`config.mk`:
```
export PLATFORM = sky130hd
export DESIGN_NAME = char_seq
export DESIGN_NICKNAME = d
export VERILOG_FILES = /design/src/rtl/seq_pkg.sv /design/src/rtl/seq_decode.sv /design/src/rtl/rc_step.sv /design/src/rtl/char_seq.sv
export SDC_FILE = /design/constraint.sdc
export NUM_CORES = 1
export LEC_CHECK = 0
export ABC_AREA = 1
export BUFFER_PORTS_ARGS = -buffer_cell sky130_fd_sc_hd__buf_4
export CORE_UTILIZATION = 60
export DETAILED_ROUTE_END_ITERATION = 10
export PLACE_DENSITY = 0.87
export SLEW_MARGIN = 10
export SYNTH_ARGS = -nofsm -noshare
export SYNTH_HDL_FRONTEND = slang
export SYNTH_SLANG_ARGS = --single-unit
```
`constraint.sdc`:
```
create_clock -name clk -period 2.9 [get_ports clk]
set_input_delay 0.145 -clock clk [delete_from_list [all_inputs] [get_ports clk]]
set_output_delay 0.145 -clock clk [all_outputs]
set_load 0.02 [all_outputs]
```
`src/rtl/seq_pkg.sv`:
```
package seq_pkg;
  localparam int CHAR_W  = 6;
  localparam int COORD_W = 5;
  localparam int ADDR_W  = 2 * COORD_W;
  localparam int IR_LEN  = 7;
  localparam int IDX_W   = $clog2(IR_LEN + 1);

  // opcode bit positions
  localparam int OPB_DESC = 0;
  localparam int OPB_LONG = 1;
  localparam int OPB_IND1 = 2;
  localparam int OPB_IND2 = 3;

  typedef struct packed {
    logic [COORD_W-1:0] row;
    logic [COORD_W-1:0] col;
  } rc_t;

  typedef enum logic [1:0] {PH_FETCH, PH_IND1, PH_IND2} phase_t;

  typedef enum logic [3:0] {
    S_LREQ, S_LCAP, S_DEC, S_DISP, S_RD1, S_CAP1, S_CAP2, S_OUT, S_DONE
  } state_t;

  function automatic rc_t to_rc(input logic [CHAR_W-1:0] hi, input logic [CHAR_W-1:0] lo);
    rc_t r;
    r.row = hi[COORD_W-1:0];
    r.col = lo[COORD_W-1:0];
    return r;
  endfunction
endpackage

```
`src/rtl/seq_decode.sv`:
```
module seq_decode import seq_pkg::*; (
  input  logic [CHAR_W-1:0] opc,
  output logic              desc,
  output logic              lng,
  output logic              ind1,
  output logic              ind2,
  output logic [IDX_W-1:0]  last_idx
);
  always_comb begin
    desc     = opc[OPB_DESC];
    lng      = opc[OPB_LONG];
    ind1     = opc[OPB_IND1];
    ind2     = opc[OPB_IND2];
    last_idx = lng ? IDX_W'(IR_LEN - 1) : IDX_W'(IR_LEN - 3);
  end
endmodule

```
`src/rtl/rc_step.sv`:
```
module rc_step import seq_pkg::*; (
  input  rc_t  cur,
  input  logic down,
  output rc_t  nxt
);
  localparam logic [COORD_W-1:0] TOP = '1;
  localparam logic [COORD_W-1:0] ONE = COORD_W'(1);

  always_comb begin
    nxt = cur;
    if (!down) begin
      if (cur.col == TOP) begin
        nxt.col = ONE;
        nxt.row = (cur.row == TOP) ? ONE : cur.row + ONE;
      end else begin
        nxt.col = cur.col + ONE;
      end
    end else begin
      if (cur.col == ONE) begin
        nxt.col = TOP;
        nxt.row = (cur.row == ONE) ? TOP : cur.row - ONE;
      end else begin
        nxt.col = cur.col - ONE;
      end
    end
  end
endmodule

```
`src/rtl/char_seq.sv`:
```
module char_seq import seq_pkg::*; #(
  parameter int START_ROW = 1,
  parameter int START_COL = 1
) (
  input  logic              clk,
  input  logic              rst_n,
  output logic              mem_rd,
  output logic [ADDR_W-1:0] mem_addr,
  input  logic [CHAR_W-1:0] mem_rdata,
  output logic              pair_valid,
  input  logic              pair_ready,
  output logic [CHAR_W-1:0] pair_op1,
  output logic [CHAR_W-1:0] pair_op2,
  output logic [CHAR_W-1:0] pair_opcode,
  output logic              pair_last,
  output logic              instr_done
);
  localparam int NSTEP = 3;
  localparam rc_t START = '{row: COORD_W'(START_ROW), col: COORD_W'(START_COL)};

  state_t            state;
  phase_t            phase;
  logic [CHAR_W-1:0] ir [IR_LEN];
  logic [IDX_W-1:0]  idx, lend;
  rc_t               ld_ptr, icc, p1, p2, end2;
  logic [CHAR_W-1:0] ch1, ch2;
  logic              desc_q, long_q, pend1, pend2;

  // opcode decode: during the first fetch capture the opcode is still on the bus
  logic [CHAR_W-1:0] dec_in;
  logic              d_desc, d_long, d_ind1, d_ind2;
  logic [IDX_W-1:0]  d_last;
  assign dec_in = (state == S_LCAP && phase == PH_FETCH && idx == '0) ? mem_rdata : ir[0];
  seq_decode u_dec (.opc(dec_in), .desc(d_desc), .lng(d_long), .ind1(d_ind1),
                    .ind2(d_ind2), .last_idx(d_last));

  // address steppers: load pointer, operand-1 pointer, operand-2 pointer
  rc_t  st_in  [NSTEP];
  logic st_dn  [NSTEP];
  rc_t  st_out [NSTEP];
  assign st_in[0] = ld_ptr;
  assign st_dn[0] = 1'b0;
  assign st_in[1] = p1;
  assign st_dn[1] = !desc_q;
  assign st_in[2] = p2;
  assign st_dn[2] = !desc_q;
  for (genvar g = 0; g < NSTEP; g++) begin : g_step
    rc_step u_step (.cur(st_in[g]), .down(st_dn[g]), .nxt(st_out[g]));
  end

  rc_t fld_a, fld_b, fld_c;
  assign fld_a = to_rc(ir[1], ir[2]);
  assign fld_b = to_rc(ir[3], ir[4]);
  assign fld_c = long_q ? to_rc(ir[5], ir[6]) : fld_b;

  logic ld_last, at_end;
  assign ld_last = (phase == PH_FETCH) ? (idx == d_last) : (idx == lend);
  assign at_end  = (p2 == end2);

  always_ff @(posedge clk) begin
    if (!rst_n) begin
      state  <= S_LREQ;
      phase  <= PH_FETCH;
      idx    <= '0;
      lend   <= '0;
      ld_ptr <= START;
      icc    <= START;
      p1     <= '0;
      p2     <= '0;
      end2   <= '0;
      ch1    <= '0;
      ch2    <= '0;
      desc_q <= 1'b0;
      long_q <= 1'b0;
      pend1  <= 1'b0;
      pend2  <= 1'b0;
      for (int i = 0; i < IR_LEN; i++) ir[i] <= '0;
    end else begin
      case (state)
        S_LREQ: state <= S_LCAP;
        S_LCAP: begin
          ir[idx] <= mem_rdata;
          ld_ptr  <= st_out[0];
          idx     <= idx + 1'b1;
          if (ld_last) begin
            if (phase == PH_FETCH) begin
              icc   <= st_out[0];
              state <= S_DEC;
            end else begin
              state <= S_DISP;
            end
          end else begin
            state <= S_LREQ;
          end
        end
        S_DEC: begin
          desc_q <= d_desc;
          long_q <= d_long;
          pend1  <= d_ind1;
          pend2  <= d_ind2;
          state  <= S_DISP;
        end
        S_DISP: begin
          if (pend1) begin
            pend1  <= 1'b0;
            phase  <= PH_IND1;
            ld_ptr <= fld_a;
            idx    <= IDX_W'(1);
            lend   <= IDX_W'(2);
            state  <= S_LREQ;
          end else if (pend2) begin
            pend2  <= 1'b0;
            phase  <= PH_IND2;
            ld_ptr <= fld_b;
            idx    <= IDX_W'(3);
            lend   <= long_q ? IDX_W'(6) : IDX_W'(4);
            state  <= S_LREQ;
          end else begin
            p1    <= fld_a;
            p2    <= desc_q ? fld_b : fld_c;
            end2  <= desc_q ? fld_c : fld_b;
            state <= S_RD1;
          end
        end
        S_RD1:  state <= S_CAP1;
        S_CAP1: begin
          ch1   <= mem_rdata;
          state <= S_CAP2;
        end
        S_CAP2: begin
          ch2   <= mem_rdata;
          state <= S_OUT;
        end
        S_OUT: begin
          if (pair_ready) begin
            if (at_end) begin
              state <= S_DONE;
            end else begin
              p1    <= st_out[1];
              p2    <= st_out[2];
              state <= S_RD1;
            end
          end
        end
        S_DONE: begin
          phase  <= PH_FETCH;
          idx    <= '0;
          ld_ptr <= icc;
          state  <= S_LREQ;
        end
        default: state <= S_LREQ;
      endcase
    end
  end

  always_comb begin
    mem_rd   = (state == S_LREQ) || (state == S_RD1) || (state == S_CAP1);
    mem_addr = ld_ptr;
    if (state == S_RD1)  mem_addr = p1;
    if (state == S_CAP1) mem_addr = p2;
  end

  assign pair_valid  = (state == S_OUT);
  assign pair_op1    = ch1;
  assign pair_op2    = ch2;
  assign pair_opcode = ir[0];
  assign pair_last   = (state == S_OUT) && at_end;
  assign instr_done  = (state == S_DONE);
endmodule

```
==> results.sh, run 1 <==
export IMPL_yosys_warnings=0
export IMPL_cts_tree="yes"
export IMPL_grt_pass1_wl_mm=30.3
export IMPL_max_vdd_ir_drop_mv=0.438
export IMPL_place_detailed_hpwl_mm=13.2
export IMPL_r2r_cells=13
export IMPL_ys_types=46
export IMPL_fin_crit_ns=2.42
export IMPL_die_y_um=105
export IMPL_grt_pass1_vias=5848
export IMPL_drive_above_1_share_pct=12.5
export IMPL_finalHoldViolations=0
export IMPL_path_clk_slew_ns=0.06
export IMPL_timing_rr_end="icc[8]"
export IMPL_p_leak_uw=0.00305
export IMPL_dp_cells=1017
export IMPL_clk_path_buf_depth=2
export IMPL_hold_class="primary input to flop"
export IMPL_synth_edff_count=31
export IMPL_synth_largest_area_cell="dfxtp_1"
export IMPL_rows=37
export IMPL_status="finished, final reports clean"
export IMPL_antenna_cells=0
export IMPL_place_gp_congestion=1.00
export IMPL_finClkSkew_ns=0.0141
export IMPL_crit_type="flop to output pin"
export IMPL_portBuffers=40
export IMPL_ys_top_cells_by_count="nand2_1 (168), nor2_1 (99), inv_1 (88)"
export IMPL_clkLatencyLatePin_ns=0.53
export IMPL_required_ns=2.76
export IMPL_finalSetupViolations=0
export IMPL_start_kind="flop"
export IMPL_end_kind="output pin"
export IMPL_initial_core_util_pct=61.5
export IMPL_ctsHtreeMaxLevel=4
export IMPL_dr_pass1_iters=6
export IMPL_pin_count=41
export IMPL_setup_tns_final_ns=0
export IMPL_min_path_cells=3
export IMPL_area_growth_pct=17.6
export IMPL_ys_seq_area_share_pct=40.7
export IMPL_fin_nets=937
export IMPL_dieArea_um2=11000
export IMPL_max_freq_mhz=413
export IMPL_r2r_slack_ns=0.53
export IMPL_tightestPinTransition_ns=0.913
export IMPL_synth_flop_cell="dfxtp_1"
export IMPL_globalRouteOverflowTotal=0
export IMPL_fillers=791
export IMPL_clockRootBuffer="clkbuf_8"
export IMPL_synth_avg_cell_area_um2=7.35
export IMPL_synth_area_leaders="dfxtp_1 (26%), edfxtp_1 (15%), nand2_1 (10%), o21ai_0 (6.7%), a21oi_1 (6.0%)"
export IMPL_vias=6396
export IMPL_antenna_found_initial=0
export IMPL_syn_inst=860
export IMPL_worst_r2r_startpoint="idx[0]"
export IMPL_ys_ff_latch=113
export IMPL_rsz0062_at_grt="false"
export IMPL_syn_area_um2=6320
export IMPL_power_density_nw_per_um2=565
export IMPL_startpoint="state[1]"
export IMPL_fin_crit_sh_pct=83.6
export IMPL_async_flop_share_pct=0
export IMPL_core_area_um2=10300
export IMPL_post_synth_top_count_cell="nand2_1"
export IMPL_endpoint="mem_addr[2]"
export IMPL_drc_errors=0
export IMPL_grt_usage_pct=35.8
export IMPL_maxCapViolCount=0
export IMPL_wl_per_cell_um=18.2
export IMPL_grt_max_degree=62
export IMPL_syn_num_nets=891
export IMPL_clock_sinks=113
export IMPL_instances_no_fill=1055
export IMPL_hp_start="pair_ready"
export IMPL_drt_iter0_drc=789
export IMPL_synth_top_area_share_pct=26.0
export IMPL_worstPathArrival_ns=2.28
export IMPL_relSlewSlack_pct=38.9
export IMPL_vias_per_cell=6.06
export IMPL_crit_fanout=10
export IMPL_wl_mm=19.2
export IMPL_postRouteAntennaNets=0
export IMPL_slew_viol_final=0
export IMPL_numCtsBuffers=17
export IMPL_fp_dieW_um=105
[through the flow]
step	cell area [µm²]	power [µW]	utilization [%]	hold WS (ns)	worst slack (ns)
after CTS	7440	4190	72.4	0.0217	0.558
after floorplan	6320	1900	-	0.293	1.15
after global routing	7440	4300	72.4	0.0411	0.283
final	7440	4200	72.4	0.0309	0.477
after detailed placement	6750	2010	65.7	0.428	0.679
after global placement	6750	2010	65.7	0.409	0.672
[worst min-delay path by stage]
stage / to / slack, ns
2_1_floorplan: pair_op2[5] / 0.29
3_3_place_gp: pair_op1[5] / 0.41
3_5_place_dp: pair_op2[5] / 0.43
4_1_cts: state[3] / 0.02
5_1_grt: state[3] / 0.04
6_report: state[3] / 0.03
[power breakdown]
group	switching [µW]	leakage [µW]	internal, µW
clock network	814	0.000307	1390
registers	44.6	0.000985	1670
logic	192	0.00176	98.3
[layout make-up]
class	instances	area, µm²	area share (%)
Sequential cell	113	2570	34.6
Timing Repair Buffer	60	465	6.26
Clock inverter	11	138	1.85
Clock buffer	21	492	6.61
Inverter	100	375	5.05
Tap cell	136	170	2.29
Multi-Input combinational cell	614	3220	43.4
[repair_timing]
item	CTS	global route
resized for setup	0	0
setup buffers	0	0
endpoints found under the hold margin	16	0
hold buffers	6	0
[cells in the final DEF (no fill, tap or decap), types with 3 or more instances in the layout]
master           n
a22oi_1          3
mux2i_1          6
dfxtp_1         82
a21oi_1         76
nor3_1           9
a31oi_1          3
o21ai_0         85
nand2_2          5
a211oi_1        13
nor2_2           3
nand3_1         48
a221oi_1         3
o221ai_1        10
buf_4           54
xnor2_1          6
clkbuf_8         3
ha_1            22
xor2_1           9
dlygate4sd3_1    6
clkinv_1         3
inv_6            5
inv_2            9
clkinv_4         3
nand2_1        168
o211ai_1         6
nand4_1         11
inv_1           88
nor2_1          99
o2111ai_1        3
edfxtp_1        31
clkbuf_16       18
or2_2            4
[cell families (layout without fill, tap and decap cells)]
logic type / count (synthesis) / after routing / synth area share [%]
AOI/OAI and AO/OA: 211 / 211 / 19.1
and+or+nand+nor: 360 / 360 / 24.5
muxes: 6 / 6 / 0.950
buffers and inverters: 133 / 192 / 8.33
adders and majority gates: 22 / 22 / 4.35
xor gates and xnor gates: 15 / 15 / 2.08
DFF: 113 / 113 / 40.7
[routing by layer]
layer  global-route usage, %  vias up  share of wire [%]
met5                       0        -                  0
met4                    20.2        0                5.5
met3                    8.17       95                 10
met2                    56.7      416                 46
met1                    44.9     2885                 39
li1                        -     3000                  -
[state kept, by name (all words and copies together) (netlist names), 6 cells and up]
signal    cells
p2           10
ld_ptr       10
pair_op2      6
icc          10
end2         10
p1           10
ir           36
pair_op1      6
[worst max-delay path, stage by stage, from the launching register on]
cell and delay, ns:
dfxtp_1 0.34, inv_1 0.10, nand2_1 0.11, nor2_1 0.71, nand2_1 0.17, o211ai_1 0.15
buf_4 0.18
Power figures use the tool's default switching activity.
==> run 2, diff against run 1 <==
- CORE_UTILIZATION: 60 -> 55
- PLACE_DENSITY: 0.87 -> 0.84
- clock period: 2.9 -> 2 ns (I/O delays scaled with it)
==> results.sh, run 2 (synthesis results as in run 1) <==
export IMPL_hold_class="primary input to flop"
export IMPL_path_clk_slew_ns=0.05
export IMPL_initial_core_util_pct=57.3
export IMPL_max_freq_mhz=521
export IMPL_finalHoldViolations=0
export IMPL_final_cell_mix="nand2_1 (163), nor2_1 (98), inv_1 (87)"
export IMPL_clock_sinks=113
export IMPL_dieArea_um2=11900
export IMPL_postRouteAntennaNets=0
export IMPL_final_area_um2=7590
export IMPL_min_path_cells=3
export IMPL_p_leak_uw=0.00313
export IMPL_r2r_cells=13
export IMPL_required_ns=2.31
export IMPL_grt_max_degree=36
export IMPL_fin_nets=962
export IMPL_start_kind="flop"
export IMPL_grt_usage_pct=33.3
export IMPL_clockRootBuffer="clkbuf_16"
export IMPL_clkLatencyLatePin_ns=0.42
export IMPL_finalSetupViolations=0
export IMPL_rows=38
export IMPL_crit_fanout=5
export IMPL_multi_input_area_um2=3270
export IMPL_grt_pass1_wl_mm=29.2
export IMPL_relSlewSlack_pct=72.9
export IMPL_fp_dieW_um=109
export IMPL_grt_pass1_vias=5578
export IMPL_core_area_um2=11000
export IMPL_vias=6410
export IMPL_place_detailed_hpwl_mm=13.7
export IMPL_antenna_cells=0
export IMPL_setup_tns_final_ns=0
export IMPL_tightestPinTransition_ns=0.402
export IMPL_largest_reg_flops=36
export IMPL_worstPathArrival_ns=2.23
export IMPL_clk_path_buf_depth=2
export IMPL_startpoint="idx[0]"
export IMPL_finClkSkew_ns=0.00728
export IMPL_drt_iter0_drc=827
export IMPL_portBuffers=40
export IMPL_slew_viol_final=0
export IMPL_fin_crit_sh_pct=95.9
export IMPL_fin_crit_ns=1.92
export IMPL_worst_r2r_startpoint="idx[0]"
export IMPL_cts_tree="yes"
export IMPL_placed_area_um2=6960
export IMPL_place_gp_congestion=0.957
export IMPL_mostFrequentLayoutCell="nand2_1"
export IMPL_fillers=893
export IMPL_numCtsBuffers=17
export IMPL_status="finished, final reports clean"
export IMPL_globalRouteOverflowTotal=0
export IMPL_wl_mm=18.7
export IMPL_drc_errors=0
export IMPL_max_vdd_ir_drop_mv=0.612
export IMPL_regArea_um2=2580
export IMPL_power_density_nw_per_um2=744
export IMPL_antenna_found_initial=0
export IMPL_vias_per_cell=5.91
export IMPL_hp_start="mem_rdata[4]"
export IMPL_dr_pass1_iters=5
export IMPL_ctsHtreeMaxLevel=4
export IMPL_top_register="ir"
export IMPL_die_y_um=109
export IMPL_end_kind="flop"
export IMPL_area_growth_pct=20.0
export IMPL_maxCapViolCount=0
export IMPL_crit_type="flop to flop"
export IMPL_pin_count=41
export IMPL_wl_per_cell_um=17.3
export IMPL_drive_above_1_share_pct=16.2
-- run 2: final cells by class --
cell class / instances / area share, %
Clock buffer: 19 / 5.71
Clock inverter: 13 / 1.29
Inverter: 100 / 5.18
Multi-Input combinational cell: 614 / 43.0
Sequential cell: 113 / 34.0
Tap cell: 140 / 2.31
Timing Repair Buffer: 84 / 8.41
Timing Repair inverter: 1 / 0.0990
-- run 2: timing repair --
action | CTS | global route
hold buffers | 1 | 0
cloned | 0 | 2
hold endpoints to repair | 2 | 0
pin swaps | 0 | 2
buffers inserted | 0 | 1
endpoints found under the setup margin | 11 | 53
resized for setup | 2 | 21
-- run 2: layer usage --
layer | up-vias | part of all wire [%] | global-route usage [%]
li1 | 3050 | - | -
met1 | 2914 | 41 | 43.0
met2 | 377 | 44 | 50.1
met3 | 69 | 10 | 7.35
met4 | 0 | 5.8 | 21.2
met5 | - | 0 | 0
-- run 2: critical path: stages (launching register included) --
cell and delay (ns):
dfxtp_1 0.31, inv_1 0.07, ha_1 0.14, nand2_1 0.05, nor2_1 0.16, nand2_1 0.12
nand2_1 0.09, nand3_1 0.10, nand3_1 0.12, nand4_1 0.10, buf_4 0.18, buf_2 0.16
o21ai_0 0.15, nor2_1 0.06
-- run 2: path summary, 6_finish.rpt --
path / endpoint / slack, ns
worst max register to register: icc[3] / 0.08
worst max-delay path: icc[3] / 0.08
worst min register to register: phase[0] / 0.46
worst min-delay path: pair_op1[4] / 0.03
-- run 2: stage by stage --
stage	utilization [%]	std cells	setup WS, ns	hold slack, ns	total power [µW]
2_1_floorplan	-	860	0.252	0.248	2760
3_3_place_gp	63.1	1048	0.169	0.390	2930
3_5_place_dp	63.1	1048	0.130	0.399	2940
4_1_cts	68.0	1081	0.0804	0.0211	5630
5_1_grt	68.8	1084	-0.00674	0.0356	5800
6_report	68.8	1084	0.0822	0.0341	5650
-- run 2: power breakdown --
group / switching (µW) / internal [µW] / leakage, µW
Clock: 1050 / 1670 / 0.000255
Combinational: 292 / 157 / 0.00189
Sequential: 56.5 / 2420 / 0.000985
Total: 1400 / 4250 / 0.00313
